`src/rtl/ntz_pkg.sv`:
```
package ntz_pkg;
   typedef enum logic [1:0] {
      NZ_IDLE = 2'd0,
      NZ_VAR  = 2'd1,
      NZ_CHK  = 2'd2
   } nz_phase_e;
endpackage

```
`src/rtl/ntz_check_node.sv`:
```
module ntz_check_node #(
   parameter int DEG = 6
) (
   input  logic             unsat,
   input  logic [DEG-1:0]   init,
   input  logic [DEG*DEG-1:0] fwd,
   input  logic [DEG-1:0]   v2c,
   output logic [DEG-1:0]   init_out,
   output logic [DEG-1:0]   fwd_out
);
   assign init_out = {DEG{unsat}} & init;

   // outgoing link q listens to incoming links selected by its own word
   for (genvar q = 0; q < DEG; q++) begin : g_link
      assign fwd_out[q] = |(v2c & fwd[q*DEG +: DEG]);
   end
endmodule

```
`src/rtl/ntz_var_node.sv`:
```
module ntz_var_node #(
   parameter int N_EDGE = 18,
   parameter int VW     = 3,
   parameter logic [N_EDGE*VW-1:0] CONN = '0,
   parameter int MY_ID  = 0
) (
   input  logic [N_EDGE-1:0] c2v,
   input  logic              fwd_en,
   output logic              hit,
   output logic [N_EDGE-1:0] v2c_part
);
   logic [N_EDGE-1:0] mine;

   for (genvar e = 0; e < N_EDGE; e++) begin : g_edge
      assign mine[e] = (CONN[e*VW +: VW] == VW'(MY_ID));
      // every own edge except the one a message came in on
      assign v2c_part[e] = fwd_en & mine[e]
                         & (|(c2v & mine & ~(N_EDGE'(1) << e)));
   end

   assign hit = |(c2v & mine);
endmodule

```
`src/rtl/ntz_seq.sv`:
```
module ntz_seq
   import ntz_pkg::*;
#(
   parameter int CW = 4
) (
   input  logic          clk,
   input  logic          rst_n,
   input  logic          start,
   input  logic [CW-1:0] nt_cycles,
   output logic          load,
   output logic          var_step,
   output logic          chk_step,
   output logic          busy,
   output logic          done
);
   nz_phase_e     phase;
   logic [CW-1:0] cnt, nt_q;

   assign busy     = (phase != NZ_IDLE);
   assign load     = start && (phase == NZ_IDLE);
   assign var_step = (phase == NZ_VAR);
   assign chk_step = (phase == NZ_CHK);

   always_ff @(posedge clk) begin
      if (!rst_n) begin
         phase <= NZ_IDLE;
         cnt   <= '0;
         nt_q  <= '0;
         done  <= 1'b0;
      end else begin
         done <= 1'b0;
         unique case (phase)
            NZ_IDLE: if (start) begin
               nt_q <= nt_cycles;
               cnt  <= CW'(1);
               if (nt_cycles == '0) done  <= 1'b1;
               else                 phase <= NZ_VAR;
            end
            NZ_VAR: phase <= NZ_CHK;
            NZ_CHK: if (cnt == nt_q) begin
               phase <= NZ_IDLE;
               done  <= 1'b1;
            end else begin
               cnt   <= cnt + CW'(1);
               phase <= NZ_VAR;
            end
            default: phase <= NZ_IDLE;
         endcase
      end
   end
endmodule

```
`src/rtl/ntz_net.sv`:
```
module ntz_net #(
   parameter int N_VAR = 8,
   parameter int N_CHK = 8,
   parameter int DEG_C = 3,
   parameter int CW    = 4,
   parameter logic [N_CHK*DEG_C*$clog2(N_VAR)-1:0] CONN = '0
) (
   input  logic                         clk,
   input  logic                         rst_n,
   input  logic                         start,
   input  logic [CW-1:0]                nt_cycles,
   input  logic [N_CHK-1:0]             chk_unsat,
   input  logic [N_CHK*DEG_C-1:0]       chk_init,
   input  logic [N_CHK*DEG_C*DEG_C-1:0] chk_fwd,
   input  logic [N_VAR-1:0]             var_fwd,
   output logic [N_VAR-1:0]             nmask,
   output logic                         done
);
   localparam int VW = $clog2(N_VAR);
   localparam int NE = N_CHK * DEG_C;

   if (N_VAR < 2)  begin : g_bad_var $error("N_VAR must be at least 2"); end
   if (DEG_C < 2)  begin : g_bad_deg $error("DEG_C must be at least 2"); end
   if (CW < 1)     begin : g_bad_cw  $error("CW must be at least 1");   end

   logic          load, var_step, chk_step, busy;
   logic [NE-1:0] c2v_q, v2c_q, init_all, c2v_next, v2c_next;
   logic [N_VAR-1:0] hit;
   logic [NE-1:0] part [N_VAR];

   ntz_seq #(.CW(CW)) u_seq (
      .clk(clk), .rst_n(rst_n), .start(start), .nt_cycles(nt_cycles),
      .load(load), .var_step(var_step), .chk_step(chk_step),
      .busy(busy), .done(done)
   );

   for (genvar j = 0; j < N_CHK; j++) begin : g_chk
      ntz_check_node #(.DEG(DEG_C)) u_cn (
         .unsat   (chk_unsat[j]),
         .init    (chk_init[j*DEG_C +: DEG_C]),
         .fwd     (chk_fwd[j*DEG_C*DEG_C +: DEG_C*DEG_C]),
         .v2c     (v2c_q[j*DEG_C +: DEG_C]),
         .init_out(init_all[j*DEG_C +: DEG_C]),
         .fwd_out (c2v_next[j*DEG_C +: DEG_C])
      );
   end

   for (genvar i = 0; i < N_VAR; i++) begin : g_var
      ntz_var_node #(.N_EDGE(NE), .VW(VW), .CONN(CONN), .MY_ID(i)) u_vn (
         .c2v(c2v_q), .fwd_en(var_fwd[i]), .hit(hit[i]), .v2c_part(part[i])
      );
   end

   always_comb begin
      v2c_next = '0;
      for (int i = 0; i < N_VAR; i++) v2c_next = v2c_next | part[i];
   end

   always_ff @(posedge clk) begin
      if (!rst_n) begin
         nmask <= '0;
         c2v_q <= '0;
         v2c_q <= '0;
      end else if (load) begin
         nmask <= '0;
         c2v_q <= init_all;
         v2c_q <= '0;
      end else if (var_step) begin
         nmask <= nmask | hit;
         v2c_q <= v2c_next;
         c2v_q <= '0;
      end else if (chk_step) begin
         c2v_q <= c2v_next;
         v2c_q <= '0;
      end
   end
endmodule

```
`config.mk`:
```
export PLATFORM = sky130hd
export DESIGN_NAME = ntz_net
export DESIGN_NICKNAME = d
export VERILOG_FILES = /design/src/rtl/ntz_pkg.sv /design/src/rtl/ntz_check_node.sv /design/src/rtl/ntz_var_node.sv /design/src/rtl/ntz_seq.sv /design/src/rtl/ntz_net.sv
export SDC_FILE = /design/constraint.sdc
export NUM_CORES = 1
export LEC_CHECK = 0
export ABC_AREA = 1
export BUFFER_PORTS_ARGS = -buffer_cell sky130_fd_sc_hd__buf_2
export CAP_MARGIN = 20
export CELL_PAD_IN_SITES_DETAIL_PLACEMENT = 1
export CELL_PAD_IN_SITES_GLOBAL_PLACEMENT = 2
export CORE_MARGIN = 2
export CORE_UTILIZATION = 24
export DETAILED_ROUTE_END_ITERATION = 10
export GPL_ROUTABILITY_DRIVEN = 1
export PLACE_DENSITY_LB_ADDON = 0.1
export SYNTH_ARGS = -nofsm -noshare
export SYNTH_HDL_FRONTEND = slang
export SYNTH_SLANG_ARGS = --single-unit
```
`constraint.sdc`:
```
create_clock -name clk -period 1.6 [get_ports clk]
set_input_delay 0.24 -clock clk [delete_from_list [all_inputs] [get_ports clk]]
set_output_delay 0.24 -clock clk [all_outputs]
set_load 0.02 [all_outputs]
```
==> results by group, run 1 <==
Power and ir drop
  – Pwr Total: 9.057 mW
  – Pwr Density: 1882 nW/um2
  – Worst VDD drop: 0.0006214 V
  – P_leak: 1.991 nW

Global routing
  – GRT Total Usage: 15.52%
  – First-pass GRT wire length: 20120 um
  – Initial antenna violation count: 0
  – Vias in the first global route: 4133
  – Total congestion overflow: 0
  – Largest net degree at the start of global routing: 26

Drt
  – Max Used Layer: met4
  – DR vias: 3960
  – 1st-iter DRT viols: 124
  – Post-route ant nets: 0
  – Routed vias/inst: 4.653
  – Met1 wire length: 5770 um
  – First-pass DRT Iterations: 4
  – DR WL met3: 527 um
  – WL met2: 5435 um
  – Wire length per cell: 14.05 um
  – Wirelength, routed: 11960 um
  – Post-route DRC: 0

Clocking
  – Total CTS buffers: 9
  – Clock buffer depth: 2
  – Clk sink count: 60
  – Worst-path clk slew: 0.05 ns
  – CTS Root Cell: clkbuf_16
  – CTS tree: done
  – H-tree depth: 3
  – Post-CTS repair timing setup buffer count: 0
  – Worst-Skew Late Latency: 0.34 ns

STA
  – Setup tns final: 0 ns
  – Final worst setup slack: 0.08590 ns
  – Tcrit/Tclk final: 94.63%
  – RSZ-0062 raised after global routing: true
  – Final hold slack: 0.2029 ns
  – Final setup vio count: 0
  – Post-route clock skew: 0.007841 ns
  – Max Clock Freq: 660.5 MHz
  – Final Hold Vio Count: 0
  – Max-slew violation count: 0
  – Minimum clock period: 1.514 ns

Worst setup path
  – Crit-path max FO: 22
  – WP data arrival: 1.73 ns
  – Crit Path Category: flip-flop to flip-flop
  – Crit. End Element: flip-flop
  – Startpoint Class: flip-flop
  – CP required: 1.81 ns

Floorplanning
  – Die Area: 16280 um2
  – Core area: 15090 um2
  – Die W: 127.6 um
  – I/O pins: 128
  – Initial Util: 24.30%
  – Die height: 127.6 um
  – Row count: 45

Place
  – HPWL after DPL: 9134 um
  – # port buffers: 113
  – Inst Count DP: 836
  – GP Congestion: 0.7583
  – Dpl ws: 0.01441 ns
  – Area after DPL: 4506 um2

Flow run
  – Total of max-cap violations: 0

Finish
  – Area Overhead vs Synth: 31.30%
  – N_diodes: 0
  – Util after Layout: 31.90%
  – Commonest non-fill, non-tap cell in the layout: nand2_1
  – Area of the multi-input gates: 2216 um2
  – Final Non-Filler Cells: 851
  – Layout cells sized above 1: 28.66%
  – Post-route cell area: 4813 um2
  – Final nets: 784
  – Commonest non-fill, non-tap cells in the layout: nand2_1, buf_2, nand3_1, dfxtp_1, nor2_1
  – Fillcell total: 1950
  – Sequential cell area: 1201 um2

Run status
  – Status: complete, no violations

Yosys
  – Gate Count Post-Synth: 537
  – Seq/Total Area, Yosys: 32.76%
  – Avg Inst Size Synth: 6.827 um2
  – Distinct cell type count after synthesis: 31
  – Yosys warning total: 0
  – Post-Syn Area: 3666 um2
  – Flops & latches, synth: 60

Worst hold path
  – Hold WC Path Type: input port to flip-flop
[cell usage after synthesis (all sizes together)]
library cell,n,share of area [%]
a21oi,34,4.6
a31oi,24,7.5
and3,1,0.17
buf,21,5.3
clkbuf,7,0.72
conb,1,0.10
dfxtp,60,33
ha,6,2.0
inv,21,2.3
nand2,176,19
nand3,69,9.4
nand3b,3,0.61
nand4,14,2.4
nor2,58,7.5
o21ai,39,5.3
o22ai,1,0.17
or2,1,0.17
xor2,1,0.24
[flip-flops by register name, summed over array words and instances (netlist names)]
name and cells:
c2v_q 24, v2c_q 24, u_seq.cnt 4, u_seq.nt_q 4
u_seq.phase 2, nmask 1, u_seq.done 1
[worst max-delay path: stages (launching register included)]
cell and delay, ns:
dfxtp_1 0.35, inv_1 0.11, ha_4 0.20, nand2_4 0.08, inv_6 0.04, nor2_8 0.10, nand2_4 0.08, buf_12 0.17
o21ai_0 0.22, a31oi_2 0.05
[kinds of logic (layout without fill, tap and decap cells)]
| logic type | Yosys count | count (layout) | share of synthesized area (%) |
|---|---|---|---|
| flip-flops | 60 | 60 | 32.76 |
| other | 1 | 7 | 0.1023 |
| AND/OR/NAND/NOR | 322 | 322 | 38.87 |
| XOR/XNOR | 1 | 1 | 0.2390 |
| AO/OA/AOI/OAI | 98 | 98 | 17.65 |
| adder cells (fa/ha/maj) | 6 | 6 | 2.048 |
| buffers and inverters | 49 | 169 | 8.328 |
[power by group]
part	switching, mW	internal, mW
registers	0.462	1.94
logic	2.99	1.87
clock network	0.679	1.12
total	4.13	4.93
[worst paths after layout]
path                            depth (start not counted)           start       endpoint  slack, ns
worst max-delay path                                    9  u_seq.phase[0]      c2v_q[12]       0.09
worst min-delay path                                    3    chk_init[21]      c2v_q[21]       0.20
worst max register to register                          9  u_seq.phase[0]      c2v_q[12]       0.09
worst min register to register                          2   u_seq.nt_q[1]  u_seq.nt_q[1]       0.47
[layer usage]
| layer | track usage, % | vias to the layer above |
|---|---|---|
| met5 | 0 | - |
| met1 | 19.70 | 1804 |
| met3 | 3.476 | 14 |
| met4 | 5.559 | 0 |
| met2 | 25.86 | 99 |
| li1 | - | 2043 |
[layout make-up]
cell class	instances	area share, %
Multi-Input combinational cell	434	46.04
Clock buffer	13	5.407
Inverter	21	1.742
Timing Repair Buffer	133	16.77
Sequential cell	60	24.95
Clock inverter	2	0.2080
Tap cell	188	4.887
[what timing repair did]
item / in CTS / in global routing
setup endpoints to repair: 2 / 39
resized for setup: 0 / 16
hold buffers: 0 / 0
(Power assumes the default switching activity.)
==> inputs of run 2 (changes only) <==
--- a/config.mk
+++ b/config.mk
@@ -14,7 +14,7 @@
 export CORE_UTILIZATION = 24
 export DETAILED_ROUTE_END_ITERATION = 10
 export GPL_ROUTABILITY_DRIVEN = 1
-export PLACE_DENSITY_LB_ADDON = 0.1
+export PLACE_DENSITY_LB_ADDON = 0.2
 export SYNTH_ARGS = -nofsm -noshare
 export SYNTH_HDL_FRONTEND = slang
 export SYNTH_SLANG_ARGS = --single-unit
==> results by group, run 2 (synthesis results as in run 1) <==
Finish
  – Final Non-Filler Cells: 852
  – Util after Layout: 32.01%
  – Final nets: 784
  – Layout cells sized above 1: 29.37%
  – Commonest non-fill, non-tap cells in the layout: nand2_1, buf_2, nand3_1, dfxtp_1, nor2_1
  – Fillcell total: 1911
  – N_diodes: 0
  – Area Overhead vs Synth: 31.77%
  – Commonest non-fill, non-tap cell in the layout: nand2_1
  – Top flop regs: c2v_q x24, v2c_q x24

Worst setup path
  – CP required: 1.80 ns
  – Crit. End Element: flip-flop
  – WP data arrival: 1.70 ns
  – Crit-path max FO: 24
  – Crit Path Category: flip-flop to flip-flop
  – Startpoint Class: flip-flop

Floorplanning
  – Die W: 127.6 um
  – Initial Util: 24.30%
  – Die Area: 16280 um2
  – Core area: 15090 um2
  – Die height: 127.6 um
  – I/O pins: 128
  – Row count: 45

Drt
  – Post-route ant nets: 0
  – Wirelength, routed: 12190 um
  – 1st-iter DRT viols: 127
  – Wire length per cell: 14.31 um
  – First-pass DRT Iterations: 4
  – Routed vias/inst: 4.661
  – Post-route DRC: 0
  – DR vias: 3971

Place
  – Inst Count DP: 835
  – Dpl ws: -0.03432 ns
  – HPWL after DPL: 9353 um
  – GP Congestion: 0.7823
  – # port buffers: 113

Power and ir drop
  – Switching fraction of total power: 45.04%
  – P_sw: 4.159 mW
  – Internal: 5.074 mW
  – Part of the power in the clock network: 22.5%
  – Worst VDD drop: 0.0008135 V
  – P_leak: 2.001 nW
  – Pwr Density: 1911 nW/um2
  – Logic gate share of total power: 51.5%
  – Sequential share of power: 26.0%

Clocking
  – Total CTS buffers: 9
  – Clock buffer depth: 2
  – Clk sink count: 60
  – Worst-path clk slew: 0.05 ns
  – CTS hold repair buffers: 0
  – CTS tree: done
  – Worst-Skew Late Latency: 0.33 ns
  – H-tree depth: 3
  – CTS Root Cell: clkbuf_16

STA
  – Tcrit/Tclk final: 93.93%
  – Max-slew violation count: 0
  – Final setup vio count: 0
  – Setup tns final: 0 ns
  – Max Clock Freq: 665.4 MHz
  – Minimum clock period: 1.503 ns
  – Final Hold Vio Count: 0
  – Final worst setup slack: 0.09710 ns
  – Post-route clock skew: 0.007228 ns

Global routing
  – Initial antenna violation count: 0
  – GRT Total Usage: 15.37%
  – Largest net degree at the start of global routing: 26
  – Total congestion overflow: 0
  – First-pass GRT wire length: 20110 um
  – Vias in the first global route: 4155

Flow run
  – Total of max-cap violations: 0

Run status
  – Status: complete, no violations

Worst hold path
  – Hold WC Path Type: input port to flip-flop
[run 2: changes by cell type in the layout (fill, tap and decap cells not counted), moves of 2 or more]
cell       before  now
buf_4          12   15
inv_2           1    3
buf_12          7    4
inv_1          19   17
o21ai_0         9   11
bufinv_16       0    2
o21ai_1        29   27
[run 2: through the flow]
stage / total power [mW] / hold slack, ns / instance area [um2]
floorplan: 5.767 / 0.3817 / 3689
global placement: 6.908 / 0.4473 / 4461
detailed placement: 7.037 / 0.4654 / 4461
CTS: 9.209 / 0.2007 / 4781
global route: 10.02 / 0.2078 / 4831
finish: 9.233 / 0.2094 / 4831
[run 2: layer usage]
layer  global-route usage [%]  up-vias  routed length (um)
met4                    4.202        0                 155
met5                        0        -                   0
li1                         -     2043                   -
met1                    19.24     1844                5720
met3                    3.183        9                 462
met2                    26.77       75                5851
[run 2: final timing paths]
check / start / endpoint / slack (ns) / depth (start not counted)
max: u_seq.phase[1] / c2v_q[11] / 0.1 / 9
min: nt_cycles[2] / u_seq.nt_q[2] / 0.21 / 3
min reg2reg: u_seq.nt_q[2] / u_seq.nt_q[2] / 0.47 / 2
max reg2reg: u_seq.phase[1] / c2v_q[11] / 0.1 / 9
[run 2: cell type report]
| class | count | area [um2] | area share, % |
|---|---|---|---|
| Clock inverter | 5 | 75.07 | 1.554 |
| Sequential cell | 60 | 1201 | 24.86 |
| Tap cell | 188 | 235.2 | 4.869 |
| Timing Repair Buffer | 133 | 769.5 | 15.93 |
| Multi-Input combinational cell | 434 | 2223 | 46.02 |
| Inverter | 21 | 83.83 | 1.735 |
| Clock buffer | 11 | 242.7 | 5.025 |
[run 2: power by group through the flow]
stage | clock [mW] | sequential, mW | combinational (mW)
after CTS | 2.14 | 2.41 | 4.67
after global placement | 0 | 2.41 | 4.50
after detailed placement | 0 | 2.43 | 4.61
after global routing | 2.19 | 2.47 | 5.35
final | 2.08 | 2.40 | 4.75
after floorplan | 0 | 2.30 | 3.46
[run 2: repair_timing]
action	in CTS	in global routing
resized for setup	6	11
buffers inserted	0	1
endpoints found under the setup margin	10	19
pin swaps	0	1
[run 2: worst max-delay path, cell delays in order (launching register included)]
cell and delay (ns):
dfxtp_1 0.37, inv_2 0.10, ha_4 0.19, nand2_4 0.08, inv_6 0.04, nor2_8 0.09
nand2_4 0.07, buf_12 0.16, o21ai_0 0.20, a31oi_2 0.05
